<file path="src/rtl/smbase_guard_pkg.sv">
package smbase_guard_pkg;
  localparam int unsigned SMB_W     = 8;
  localparam int unsigned TSEG_W    = 16;
  localparam int unsigned LOCK_IDX  = 1;
  localparam logic [SMB_W-1:0]  SMB_QUERY  = 8'hFF;
  localparam logic [SMB_W-1:0]  SMB_IN_RAM = 8'h01;
  localparam logic [TSEG_W-1:0] TSEG_QUERY = 16'hFFFF;

  typedef enum logic {
    SEL_SMB  = 1'b0,
    SEL_TSEG = 1'b1
  } reg_sel_e;
endpackage

</file>
<file path="src/rtl/smbase_lock_reg.sv">
module smbase_lock_reg #(
  parameter int unsigned       W        = 8,
  parameter int unsigned       LOCK_IDX = 1,
  parameter logic [W-1:0]      QUERY    = '1,
  parameter logic [W-1:0]      IN_RAM   = 1
) (
  input  logic         clk_i,
  input  logic         rst_ni,
  input  logic         feat_en_i,
  input  logic         wr_i,
  input  logic [W-1:0] wd_i,
  output logic [W-1:0] val_o,
  output logic         lock_o
);
  localparam logic [W-1:0] LOCK_MASK = {{(W-1){1'b0}}, 1'b1} << LOCK_IDX;

  logic [W-1:0] val_q, val_d, mask_q, mask_d, merged;
  logic         lock_q, lock_d;

  assign merged = (val_q & ~mask_q) | (wd_i & mask_q);

  always_comb begin
    val_d  = val_q;
    mask_d = mask_q;
    lock_d = lock_q;
    if (wr_i) begin
      if (!feat_en_i) begin
        val_d  = merged;
        lock_d = 1'b0;
      end else if (merged == QUERY) begin
        val_d  = IN_RAM;
        mask_d = LOCK_MASK;
      end else begin
        // unqueried state: mask still all ones, drop the value
        val_d = (mask_q == '1) ? '0 : merged;
        if (val_d[LOCK_IDX]) begin
          mask_d = mask_q & ~LOCK_MASK;
          val_d  = LOCK_MASK;
          lock_d = 1'b1;
        end else begin
          lock_d = 1'b0;
        end
      end
    end
  end

  always_ff @(posedge clk_i or negedge rst_ni) begin
    if (!rst_ni) begin
      val_q  <= '0;
      mask_q <= '1;
      lock_q <= 1'b0;
    end else begin
      val_q  <= val_d;
      mask_q <= mask_d;
      lock_q <= lock_d;
    end
  end

  assign val_o  = val_q;
  assign lock_o = lock_q;
endmodule

</file>
<file path="src/rtl/smbase_tseg_reg.sv">
module smbase_tseg_reg #(
  parameter int unsigned  W     = 16,
  parameter logic [W-1:0] QUERY = '1,
  parameter int unsigned  SIZE  = 16
) (
  input  logic         clk_i,
  input  logic         rst_ni,
  input  logic         wr_i,
  input  logic [W-1:0] wd_i,
  output logic [W-1:0] val_o
);
  localparam logic [W-1:0] SIZE_V  = W'(SIZE);
  localparam logic [W-1:0] RST_VAL = (SIZE != 0) ? QUERY : '0;

  logic [W-1:0] val_q;

  always_ff @(posedge clk_i or negedge rst_ni) begin
    if (!rst_ni) begin
      val_q <= RST_VAL;
    end else if (wr_i) begin
      val_q <= ((SIZE != 0) && (wd_i == QUERY)) ? SIZE_V : wd_i;
    end
  end

  assign val_o = val_q;
endmodule

</file>
<file path="src/rtl/smbase_win_dec.sv">
module smbase_win_dec #(
  parameter int unsigned       ADDR_W = 32,
  parameter logic [ADDR_W-1:0] BASE   = 32'h0003_0000,
  parameter logic [ADDR_W-1:0] SIZE   = 32'h0002_0000
) (
  input  logic              clk_i,
  input  logic              rst_ni,
  input  logic              valid_i,
  input  logic [ADDR_W-1:0] addr_i,
  input  logic              smm_i,
  input  logic              lock_i,
  output logic              bh_o,
  output logic              ram_o
);
  localparam logic [ADDR_W:0] LIMIT = {1'b0, BASE} + {1'b0, SIZE};

  logic hit;
  assign hit = valid_i && (addr_i >= BASE) && ({1'b0, addr_i} < LIMIT);

  always_ff @(posedge clk_i or negedge rst_ni) begin
    if (!rst_ni) begin
      bh_o  <= 1'b0;
      ram_o <= 1'b0;
    end else begin
      bh_o  <= hit && lock_i && !smm_i;
      ram_o <= hit && lock_i && smm_i;
    end
  end
endmodule

</file>
<file path="src/rtl/smbase_guard.sv">
module smbase_guard
  import smbase_guard_pkg::*;
#(
  parameter int unsigned       ADDR_W      = 32,
  parameter logic [ADDR_W-1:0] WIN_BASE    = 32'h0003_0000,
  parameter logic [ADDR_W-1:0] WIN_SIZE    = 32'h0002_0000,
  parameter int unsigned       EXT_TSEG_MB = 16
) (
  input  logic              clk_i,
  input  logic              rst_ni,
  input  logic              smbase_en_i,
  input  logic              wr_en_i,
  input  logic              wr_sel_i,
  input  logic [TSEG_W-1:0] wr_data_i,
  input  logic              acc_valid_i,
  input  logic [ADDR_W-1:0] acc_addr_i,
  input  logic              acc_smm_i,
  output logic [SMB_W-1:0]  smbase_o,
  output logic [TSEG_W-1:0] tseg_mb_o,
  output logic              lock_o,
  output logic              bh_o,
  output logic              ram_o
);
  reg_sel_e sel;
  logic     wr_smb, wr_tseg;

  assign sel     = reg_sel_e'(wr_sel_i);
  assign wr_smb  = wr_en_i && (sel == SEL_SMB);
  assign wr_tseg = wr_en_i && (sel == SEL_TSEG);

  smbase_lock_reg #(
    .W(SMB_W), .LOCK_IDX(LOCK_IDX), .QUERY(SMB_QUERY), .IN_RAM(SMB_IN_RAM)
  ) u_lock (
    .clk_i, .rst_ni,
    .feat_en_i(smbase_en_i),
    .wr_i     (wr_smb),
    .wd_i     (wr_data_i[SMB_W-1:0]),
    .val_o    (smbase_o),
    .lock_o   (lock_o)
  );

  smbase_tseg_reg #(
    .W(TSEG_W), .QUERY(TSEG_QUERY), .SIZE(EXT_TSEG_MB)
  ) u_tseg (
    .clk_i, .rst_ni,
    .wr_i (wr_tseg),
    .wd_i (wr_data_i),
    .val_o(tseg_mb_o)
  );

  smbase_win_dec #(
    .ADDR_W(ADDR_W), .BASE(WIN_BASE), .SIZE(WIN_SIZE)
  ) u_win (
    .clk_i, .rst_ni,
    .valid_i(acc_valid_i),
    .addr_i (acc_addr_i),
    .smm_i  (acc_smm_i),
    .lock_i (lock_o),
    .bh_o   (bh_o),
    .ram_o  (ram_o)
  );
endmodule

</file>
<file path="config.mk">
export PLATFORM = sky130hd
export DESIGN_NAME = smbase_guard
export DESIGN_NICKNAME = d
export VERILOG_FILES = /design/src/rtl/smbase_guard_pkg.sv /design/src/rtl/smbase_lock_reg.sv /design/src/rtl/smbase_tseg_reg.sv /design/src/rtl/smbase_win_dec.sv /design/src/rtl/smbase_guard.sv
export SDC_FILE = /design/constraint.sdc
export NUM_CORES = 1
export LEC_CHECK = 0
export ABC_CLOCK_PERIOD_IN_PS = 1250
export BUFFER_PORTS_ARGS = -buffer_cell sky130_fd_sc_hd__buf_2
export CAP_MARGIN = 15
export CORE_MARGIN = 2
export CORE_UTILIZATION = 30
export CTS_CLUSTER_DIAMETER = 60
export CTS_CLUSTER_SIZE = 16
export DETAILED_ROUTE_END_ITERATION = 8
export PLACE_DENSITY = 0.73
export SLEW_MARGIN = 20
export SYNTH_ARGS = -nofsm -noshare
export SYNTH_HDL_FRONTEND = slang
export SYNTH_SLANG_ARGS = --single-unit
export TNS_END_PERCENT = 30
</file>
<file path="constraint.sdc">
create_clock -name clk_i -period 1.25 [get_ports clk_i]
set_clock_uncertainty 0.05 [all_clocks]
set_input_delay 0.125 -clock clk_i [delete_from_list [all_inputs] [get_ports clk_i]]
set_output_delay 0.125 -clock clk_i [all_outputs]
set_load 0.02 [all_outputs]
</file>
## Word level (Yosys, flattened, before mapping)

Index checks and enable logic that the tools add are counted.

| word-level totals | value |
|---|---|
| input port bits | 55 |
| bits in registers | 35 |
| word-level logic and storage cells | 40 |
| output and inout port bits | 27 |

| operators by class | value |
|---|---|
| eq/ne operators | 4 |
| muxes and demuxes | 10 |
| order comparisons | 2 |
| reduce and logical (&&, ||, !) cells | 12 |
| bitwise logic cells | 5 |

Operators with widths:

| kind | count |
|---|---|
| 2-to-1 mux 8 bit | 5 |
| greater-or-equal comparator 32 x 18 -> 1 bit (second input constant) | 1 |
| less-than comparator 32 x 19 -> 1 bit (second input constant) | 1 |
| bitwise AND 8 bit | 2 |
| equality test 16 bit (second input constant) | 1 |
| equality test 8 bit (second input constant) | 2 |
| 2-to-1 mux 16 bit | 1 |
| inverter 8 bit | 1 |
| bitwise OR 8 bit | 1 |
| logical AND 1 bit | 7 |
| AND reduction 3 bit | 2 |
| 2-to-1 mux 1 bit | 3 |
| 2-to-1 mux 2 bit | 1 |
| inequality test 2 bit (second input constant) | 1 |
| AND reduction 2 bit | 1 |
| nonzero test 2 bit | 1 |
| zero test 1 bit | 1 |
| inverter 1 bit | 1 |

## Longest topological paths before layout

Gate-level depths: netlist (run 1).

| depth | value |
|---|---|
| word-level depth | 7 |
| depth in mapped cells | 6 |
| depth with buffers taken out | 4 |

## Modules after synthesis

From an unflattened synthesis (run 1), not the netlist that was laid out.

| unflattened totals | value |
|---|---|
| cell total of the unflattened synthesis | 130 |
| area total of the unflattened synthesis | 1,362.6 sq um |

By module, submodules not included:

| module | area an instance (sq um) | cells an instance | instances | sequential area each (sq um) |
|---|---|---|---|---|
| smbase_tseg_reg | 710.7 | 70 | 1 | 420.4 |
| smbase_lock_reg | 510.5 | 45 | 1 | 277.8 |
| smbase_win_dec | 125.1 | 13 | 1 | 50.0 |
| smbase_guard | 16.3 | 2 | 1 | 0.0 |

## Worst setup path before layout (run 1)

OpenSTA, ideal clock, no wires.

| path | value |
|---|---|
| path type | reg-to-reg |
| start | register u_lock.mask_q[1] |
| end | register u_lock.val_q[2], in the netlist u_lock.val_o[2] |
| path slack | -0.133 ns |
| data required time | 1.134 ns |
| path buffers | 0 |
| cell stages (with the launch flop) | 5 |
| period minus slack after synthesis | 1.383 ns |
| arrival time | 1.267 ns |
| setup time | 0.066 ns |
| cells stage by stage | dfstp_2 > mux2i_1 > nor2b_4 > o21ai_2 > a22o_1 |

| between the ends | value |
|---|---|
| cells in the longest elaborated chain, start to end | 7 |
| elaborated cells between the ends (all ways) | 10 |
| those cells by class | eq/ne (2); mux (4); bitwise (4) |

Ends and longest elaborated chain:

| what | RTL line | RTL |
|---|---|---|
| start: declaration | smbase_lock_reg.sv:17 | `logic [W-1:0] val_q, val_d, mask_q, mask_d, merged;` |
| start signal: assignment | smbase_lock_reg.sv:54 | `mask_q <= mask_d;` |
| inverter 8 bit | smbase_lock_reg.sv:20 | `assign merged = (val_q & ~mask_q) \| (wd_i & mask_q);` |
| bitwise AND 8 bit | smbase_lock_reg.sv:20 |  |
| bitwise OR 8 bit | smbase_lock_reg.sv:20 |  |
| 2-to-1 mux 8 bit | smbase_lock_reg.sv:35 | `val_d = (mask_q == '1) ? '0 : merged;` |
| 2-to-1 mux 8 bit | smbase_lock_reg.sv:36 | `if (val_d[LOCK_IDX]) begin` |
| 2-to-1 mux 8 bit * | smbase_lock_reg.sv:30 | `end else if (merged == QUERY) begin` |
| 2-to-1 mux 8 bit * | smbase_lock_reg.sv:27 | `if (!feat_en_i) begin` |
| end signal: assignment | smbase_lock_reg.sv:53 | `val_q <= val_d;` |
| end: declaration | smbase_lock_reg.sv:17 |  |

Mark *: on every way between the ends. The rest lies on a longest branch, timed or not.
A chain may end at the register's enable or synchronous reset.

## Worst setup path in the final report (run 1)

| path | value |
|---|---|
| start | register u_lock.mask_q[1] |
| end | register u_lock.val_q[4], in the netlist u_lock.val_o[4] |

The elaborated chain is that of the path after synthesis.

==> flow_summary.ini, run 1 <==
[min_path]
hold_class = in -> reg
whs_endpoint = u_lock.val_o[1]$_DFFE_PN0P_
hold_path_depth = 2
holdCritStartpoint = smbase_en_i

[global_routing]
top_usage_layer = met2
track_usage = 0.1463
use_met3 = 0.06006
grt-ovfl-total = 0
grt_pass1_wl_um = 4954
grt_pass1_vias = 1138
gr-usage-met2 = 0.2392
grt_max_degree = 30
grt.met1_usage = 0.1621
antenna_found_initial = 0

[run_status]
failed_checks = negative setup slack
status = finished with violations

[setup_path]
r2r_end = u_lock.val_o[4]$_DFFE_PN0P_
crit_required_ns = 1.41
critical_path_arrival_ns = 1.55
reg2reg_from = u_lock.mask_q[1]$_DFFE_PN1P_
endpoint_kind = flop
worstSetupPathType = reg -> reg
r2r_cells = 4
path_max_fanout = 6
critPathLaunchType = flop
worst-r2r-setup-slack_ns = -0.14

[yosys]
synth_warnings = 0
ys_types = 30
synthFlopType = dfstp_2
synth_top_area_frac = 0.3750
synth.most_common_cell = a22o_1
ys_ff_latch = 29
netlist_top_cells_count = a22o_1 (21), dfstp_2 (18), dfrtp_1 (11)
synth-edff-count = 0
syn_area_um2 = 1261
yosysTopAreaCell = dfstp_2
seq_area_frac_synth = 0.5933
synthCells = 103
synth_fp_nets = 158
avgSynthCellArea_um2 = 12.24
synthArstFlopShare = 1.000
yosys-top-cells-area = dfstp_2 (38%), dfrtp_1 (22%), a22o_1 (15%)

[timing]
min_period_ns = 1.390
setup_viol = 10
tightest_slew_ns = 0.6735
hold_viol = 0
whs_ns = 0.03439
rsz0062_at_grt = yes
maxSlewHeadroom = 0.5510
slew_viol_final = 0
clock.fmax_mhz = 719.6
setup_tns_ns = -1.115
worst_slack_ns = -0.1396
fin_crit_sh = 1.112

[floorplan]
die_w_um = 68.84
io_pins = 82
row_count = 23
coreArea_um2 = 4029
initial_core_util = 0.3130
die_area_um2 = 4739
die_h_um = 68.84

[layout]
fillers = 370
fin_util = 0.4550
final_nets = 239
areaGrowthSynthToFinish_pct = 45.34
diodes = 0
drive_gt1_frac = 0.5838
regArea_um2 = 748.2
multi_input_area_um2 = 504.2
fin_cells = 235

[cts]
cts_sinks = 29
cts_tree = yes
cts_buffer_depth = 2
cts-root-buf = clkbuf_8
cts_max_level = 2
clk_pin_slew_ns = 0.06
clock_latency_ns = 0.27
cts_buffers = 5

[placement]
routabilityCongestion = 0.8200
place_inst = 224
dp_hpwl_um = 2535
io_buffer_count = 65

[pwr]
peakVddDrop_v = 0.0003577
power_leakage_uw = 0.0008888
power_density_nw_per_um2 = 1249
power_uw = 2289

[drt]
wire_per_inst_um = 13.95
drcViolationCount = 0
vias = 1176
dr.first_iter.drc_count = 80
drt_wl_total_um = 3278
viasPerCell = 5.004
drtPass1Iterations = 4
ant_nets = 0

[run]
drv_cap = 0
[final cells by class]
cell class | count | share of cell area
clock inverter | 2 | 0.005461
timing repair buffer | 78 | 0.2334
inverter | 2 | 0.004096
sequential | 29 | 0.4082
clock buffer | 6 | 0.03959
multi-input combinational | 68 | 0.2751
tap | 50 | 0.03413
[power breakdown]
part	switching (uW)	internal, uW
combinational	257	197
clock	335	384
sequential	51.5	1070
total	643	1650
[metal layers]
layer,vias up,wire [um]
li1,562,-
met1,558,1367
met2,50,1592
met3,6,269
met4,0,48
met5,-,0
[worst max path at each step]
stage	startpoint	endpoint	slack (ns)
2_1_floorplan	u_lock.mask_q[1]$_DFFE_PN1P_	u_lock.val_o[0]$_DFFE_PN0P_	-0.08
3_3_place_gp	u_lock.mask_q[1]$_DFFE_PN1P_	u_lock.val_o[0]$_DFFE_PN0P_	-0.12
3_5_place_dp	u_lock.mask_q[1]$_DFFE_PN1P_	u_lock.val_o[4]$_DFFE_PN0P_	-0.15
4_1_cts	u_lock.mask_q[1]$_DFFE_PN1P_	u_lock.val_o[4]$_DFFE_PN0P_	-0.14
5_1_grt	u_lock.mask_q[1]$_DFFE_PN1P_	u_lock.val_o[7]$_DFFE_PN0P_	-0.21
6_report	u_lock.mask_q[1]$_DFFE_PN1P_	u_lock.val_o[4]$_DFFE_PN0P_	-0.14
[worst max-delay path: stages (launching register included)]
cell     delay [ns]
dfstp_2        0.57
mux2i_4        0.27
nor2b_4        0.08
o21ai_4        0.20
a22o_1         0.17
[timing repair]
item                                    CTS  global route
endpoints found under the setup margin   11            11
gates cloned                              0             0
setup buffers                             0             1
hold buffers                              2             0
gates resized for setup                   1             1
hold endpoints to repair                 12             0
pin swaps                                 5             7
[placed cells by master, fill, tap and decap left out, types with 2 or more instances in the layout]
cell type      netlist  routed
nor2_1               5       4
nand2_1              9       9
a22o_1              21      21
inv_1                2       2
clkbuf_8             0       5
dfstp_2             18      18
dfrtp_1             11      11
o211ai_1             3       3
nand4_1              4       4
buf_2                1      65
nand3_1              2       2
dlygate4sd3_1        0       2
nor4_1               4       4
clkinv_2             0       2
nand4b_1             3       3
buf_4                2      11
o21ai_0              2       2
[flip-flops by register name (all words and copies together) (netlist names)]
| signal | cells |
|---|---|
| u_tseg.val_o | 16 |
| u_lock.val_o | 8 |
| u_lock.mask_q | 2 |
| u_lock.lock_o | 1 |
| u_win.bh_o | 1 |
| u_win.ram_o | 1 |
[cell families (layout without fill, tap and decap cells)]
| family | count (synthesis) | in the layout | share of synthesized area |
|---|---|---|---|
| AOI/OAI and AO/OA | 33 | 33 | 0.2143 |
| and+or+nand+nor | 33 | 33 | 0.1508 |
| buffers and inverters | 6 | 88 | 0.02479 |
| DFF | 29 | 29 | 0.5932 |
| muxes | 2 | 2 | 0.01686 |
[through the flow]
stage	setup WS, ns	area, um2
after floorplan	-0.07879	1272
after global placement	-0.1242	1712
after detailed placement	-0.1536	1712
after CTS	-0.1400	1823
after global routing	-0.2082	1833
final	-0.1396	1833
Note: power is estimated with default switching activity, not from simulation.
==> inputs of run 2 (changes only) <==
Settings changed: PLACE_DENSITY 0.73 to 0.71, SYNTH_HIERARCHICAL from default to 1.
==> run 2 against run 1 <==
The flow still finishes with violations (negative setup slack). Final cell count is 17% higher. Sequential share of layout area is 3.8 points lower. Critical path depth stayed put. Largest cell class unchanged. Largest power group unchanged.
==> flow_summary.ini, run 2 <==
[yosys]
syn_area_um2 = 1363
synth_fp_nets = 185
synthCells = 130
yosys-top-cells-area = dfstp_2 (35%), dfrtp_1 (20%), inv_1 (8.8%)
synth-edff-count = 0
yosysTopAreaCell = dfstp_2
ys_ff_latch = 29
seq_area_frac_synth = 0.5491
synthArstFlopShare = 1.000
synth_warnings = 6
avgSynthCellArea_um2 = 10.48
synth.most_common_cell = inv_1
ys_types = 36
synthFlopType = dfstp_2
netlist_top_cells_count = inv_1 (32), dfstp_2 (18), o22ai_1 (15)
synth_top_area_frac = 0.3471

[setup_path]
crit_start = u_lock/val_o[7]$_DFFE_PN0P_
reg2reg_from = u_lock/val_o[7]$_DFFE_PN0P_
slowest_delay_ns = 0.51
critPathLaunchType = flop
path_max_fanout = 3
endpoint_kind = flop
crit_required_ns = 1.39
cp_slowest_cell = or4_4
r2r_end = u_lock/lock_o$_DFFE_PN0P_
r2r_cells = 4
crit_chain = nand4_1, or4_4, a2111o_1, o221ai_1
critical_path_arrival_ns = 1.70
worst-r2r-setup-slack_ns = -0.31
crit_end = u_lock/lock_o$_DFFE_PN0P_
worstSetupPathType = reg -> reg

[timing]
rsz0062_at_grt = yes
tightest_slew_ns = 0.5978
slew_viol_final = 0
clock.fmax_mhz = 640.3
maxSlewHeadroom = 0.6014
setup_tns_ns = -1.904
fin_crit_sh = 1.249
worst_slack_ns = -0.3118
setup_viol = 11
hold_viol = 0
min_period_ns = 1.562

[layout]
areaGrowthSynthToFinish_pct = 49.59
regArea_um2 = 754.5
final_nets = 277
layout_common_cells = buf_2 (65), inv_1 (32), buf_4 (18), dfstp_2 (18), o22ai_1 (15)
diodes = 0
fillers = 415
multi_input_area_um2 = 473.0
drive_gt1_frac = 0.5561
largest_reg_flops = 16
layout_commonest_cell = buf_2

[floorplan]
die_area_um2 = 5097
io_pins = 82
coreArea_um2 = 4354
initial_core_util = 0.3129
row_count = 24
die_h_um = 71.40
die_w_um = 71.40

[pwr]
p_int_uw = 1669
power_leakage_uw = 0.001058
p_comb_frac = 0.178
seq_power_share = 0.483
swShare = 0.2594
p_sw_uw = 584.6
power_uw = 2254
power_density_nw_per_um2 = 1106
power_frac_clock = 0.339
peakVddDrop_v = 0.0006655

[cts]
cts_tree = yes
cts_buffer_depth = 2
cts_sinks = 29
cts_max_level = 2
clock_latency_ns = 0.27
cts_buffers = 5
clk_pin_slew_ns = 0.06
cts-root-buf = clkbuf_8

[global_routing]
antenna_found_initial = 0
grt_pass1_wl_um = 5823
grt_pass1_vias = 1347
grt_max_degree = 29
track_usage = 0.1457
grt-ovfl-total = 0

[drt]
drcViolationCount = 0
drt_wl_total_um = 3506
drtPass1Iterations = 4
ant_nets = 0
dr.first_iter.drc_count = 30
viasPerCell = 4.622
vias = 1271
wire_per_inst_um = 12.75

[placement]
dp_hpwl_um = 2726
io_buffer_count = 65
routabilityCongestion = 0.7401

[run_status]
failed_checks = negative setup slack
status = finished with violations

[run]
drv_cap = 0

[min_path]
hold_class = in -> reg
run 2: how the worst min path moves through the flow:
stage,startpoint,end,cells after the start
3_3_place_gp,rst_ni,u_lock/val_o[2]$_DFFE_PN0P_,1
3_5_place_dp,rst_ni,u_lock/val_o[4]$_DFFE_PN0P_,1
4_1_cts,wr_data_i[14],u_tseg/val_o[14]$_DFFE_PN1P_,3
6_report,wr_data_i[14],u_tseg/val_o[14]$_DFFE_PN1P_,3
2_1_floorplan,rst_ni,u_lock/lock_o$_DFFE_PN0P_,0
5_1_grt,wr_data_i[11],u_tseg/val_o[11]$_DFFE_PN1P_,3
run 2: metal layers:
metal | up-vias | routed length (um) | GRT usage
li1 | 634 | - | -
met1 | 595 | 1576 | 0.1791
met2 | 37 | 1696 | 0.2449
met3 | 5 | 190 | 0.03797
met4 | 0 | 43 | 0.05660
met5 | - | 0 | 0
run 2: cell families after synthesis:
logic type,count (synthesis),synth area share
AO/OA/AOI/OAI,31,0.1800
buffers and inverters,37,0.1084
flip-flops,29,0.5491
multiplexers,3,0.02296
AND/OR/NAND/NOR,30,0.1396
run 2: final cells by class:
cell class | count | share of cell area
tap | 52 | 0.03192
multi-input combinational | 64 | 0.2320
inverter | 33 | 0.06077
clock buffer | 8 | 0.04420
sequential | 29 | 0.3702
timing repair buffer | 89 | 0.2609
run 2: through the flow:
stage | area, um2 | setup WS (ns) | instances | hold slack (ns) | util
final | 2038 | -0.3118 | 275 | 0.01701 | 0.4681
after global routing | 2038 | -0.3609 | 275 | 0.02181 | 0.4681
after CTS | 2031 | -0.3101 | 274 | 0.0003312 | 0.4664
after detailed placement | 1876 | -0.2905 | 260 | 0.1208 | 0.4307
after global placement | 1876 | -0.2761 | 260 | 0.1176 | 0.4307
after floorplan | 1369 | -0.3122 | 130 | -0.2206 | -
run 2: worst max-delay path, delay by kind of cell, from the launching register on:
kind / cells / cell delay [ns]
flops: 1 / 0.36
simple gates: 2 / 0.62
compound gates: 2 / 0.44
run 2: what timing repair did:
item | 4_1_cts | 5_1_grt
hold buffers | 4 | 0
cloned | 0 | 0
hold endpoints to repair | 12 | 0
gates resized for setup | 3 | 0
pin swaps | 6 | 1
buffers inserted | 2 | 1
endpoints found under the setup margin | 11 | 11
run 2: power by group through the flow:
| stage | clock network [uW] | registers [uW] | logic, uW |
|---|---|---|---|
| 2_1_floorplan | 0 | 1200 | 109 |
| 3_3_place_gp | 0 | 1100 | 386 |
| 3_5_place_dp | 0 | 1100 | 396 |
| 4_1_cts | 808 | 1090 | 406 |
| 5_1_grt | 839 | 1100 | 439 |
| 6_report | 764 | 1090 | 401 |
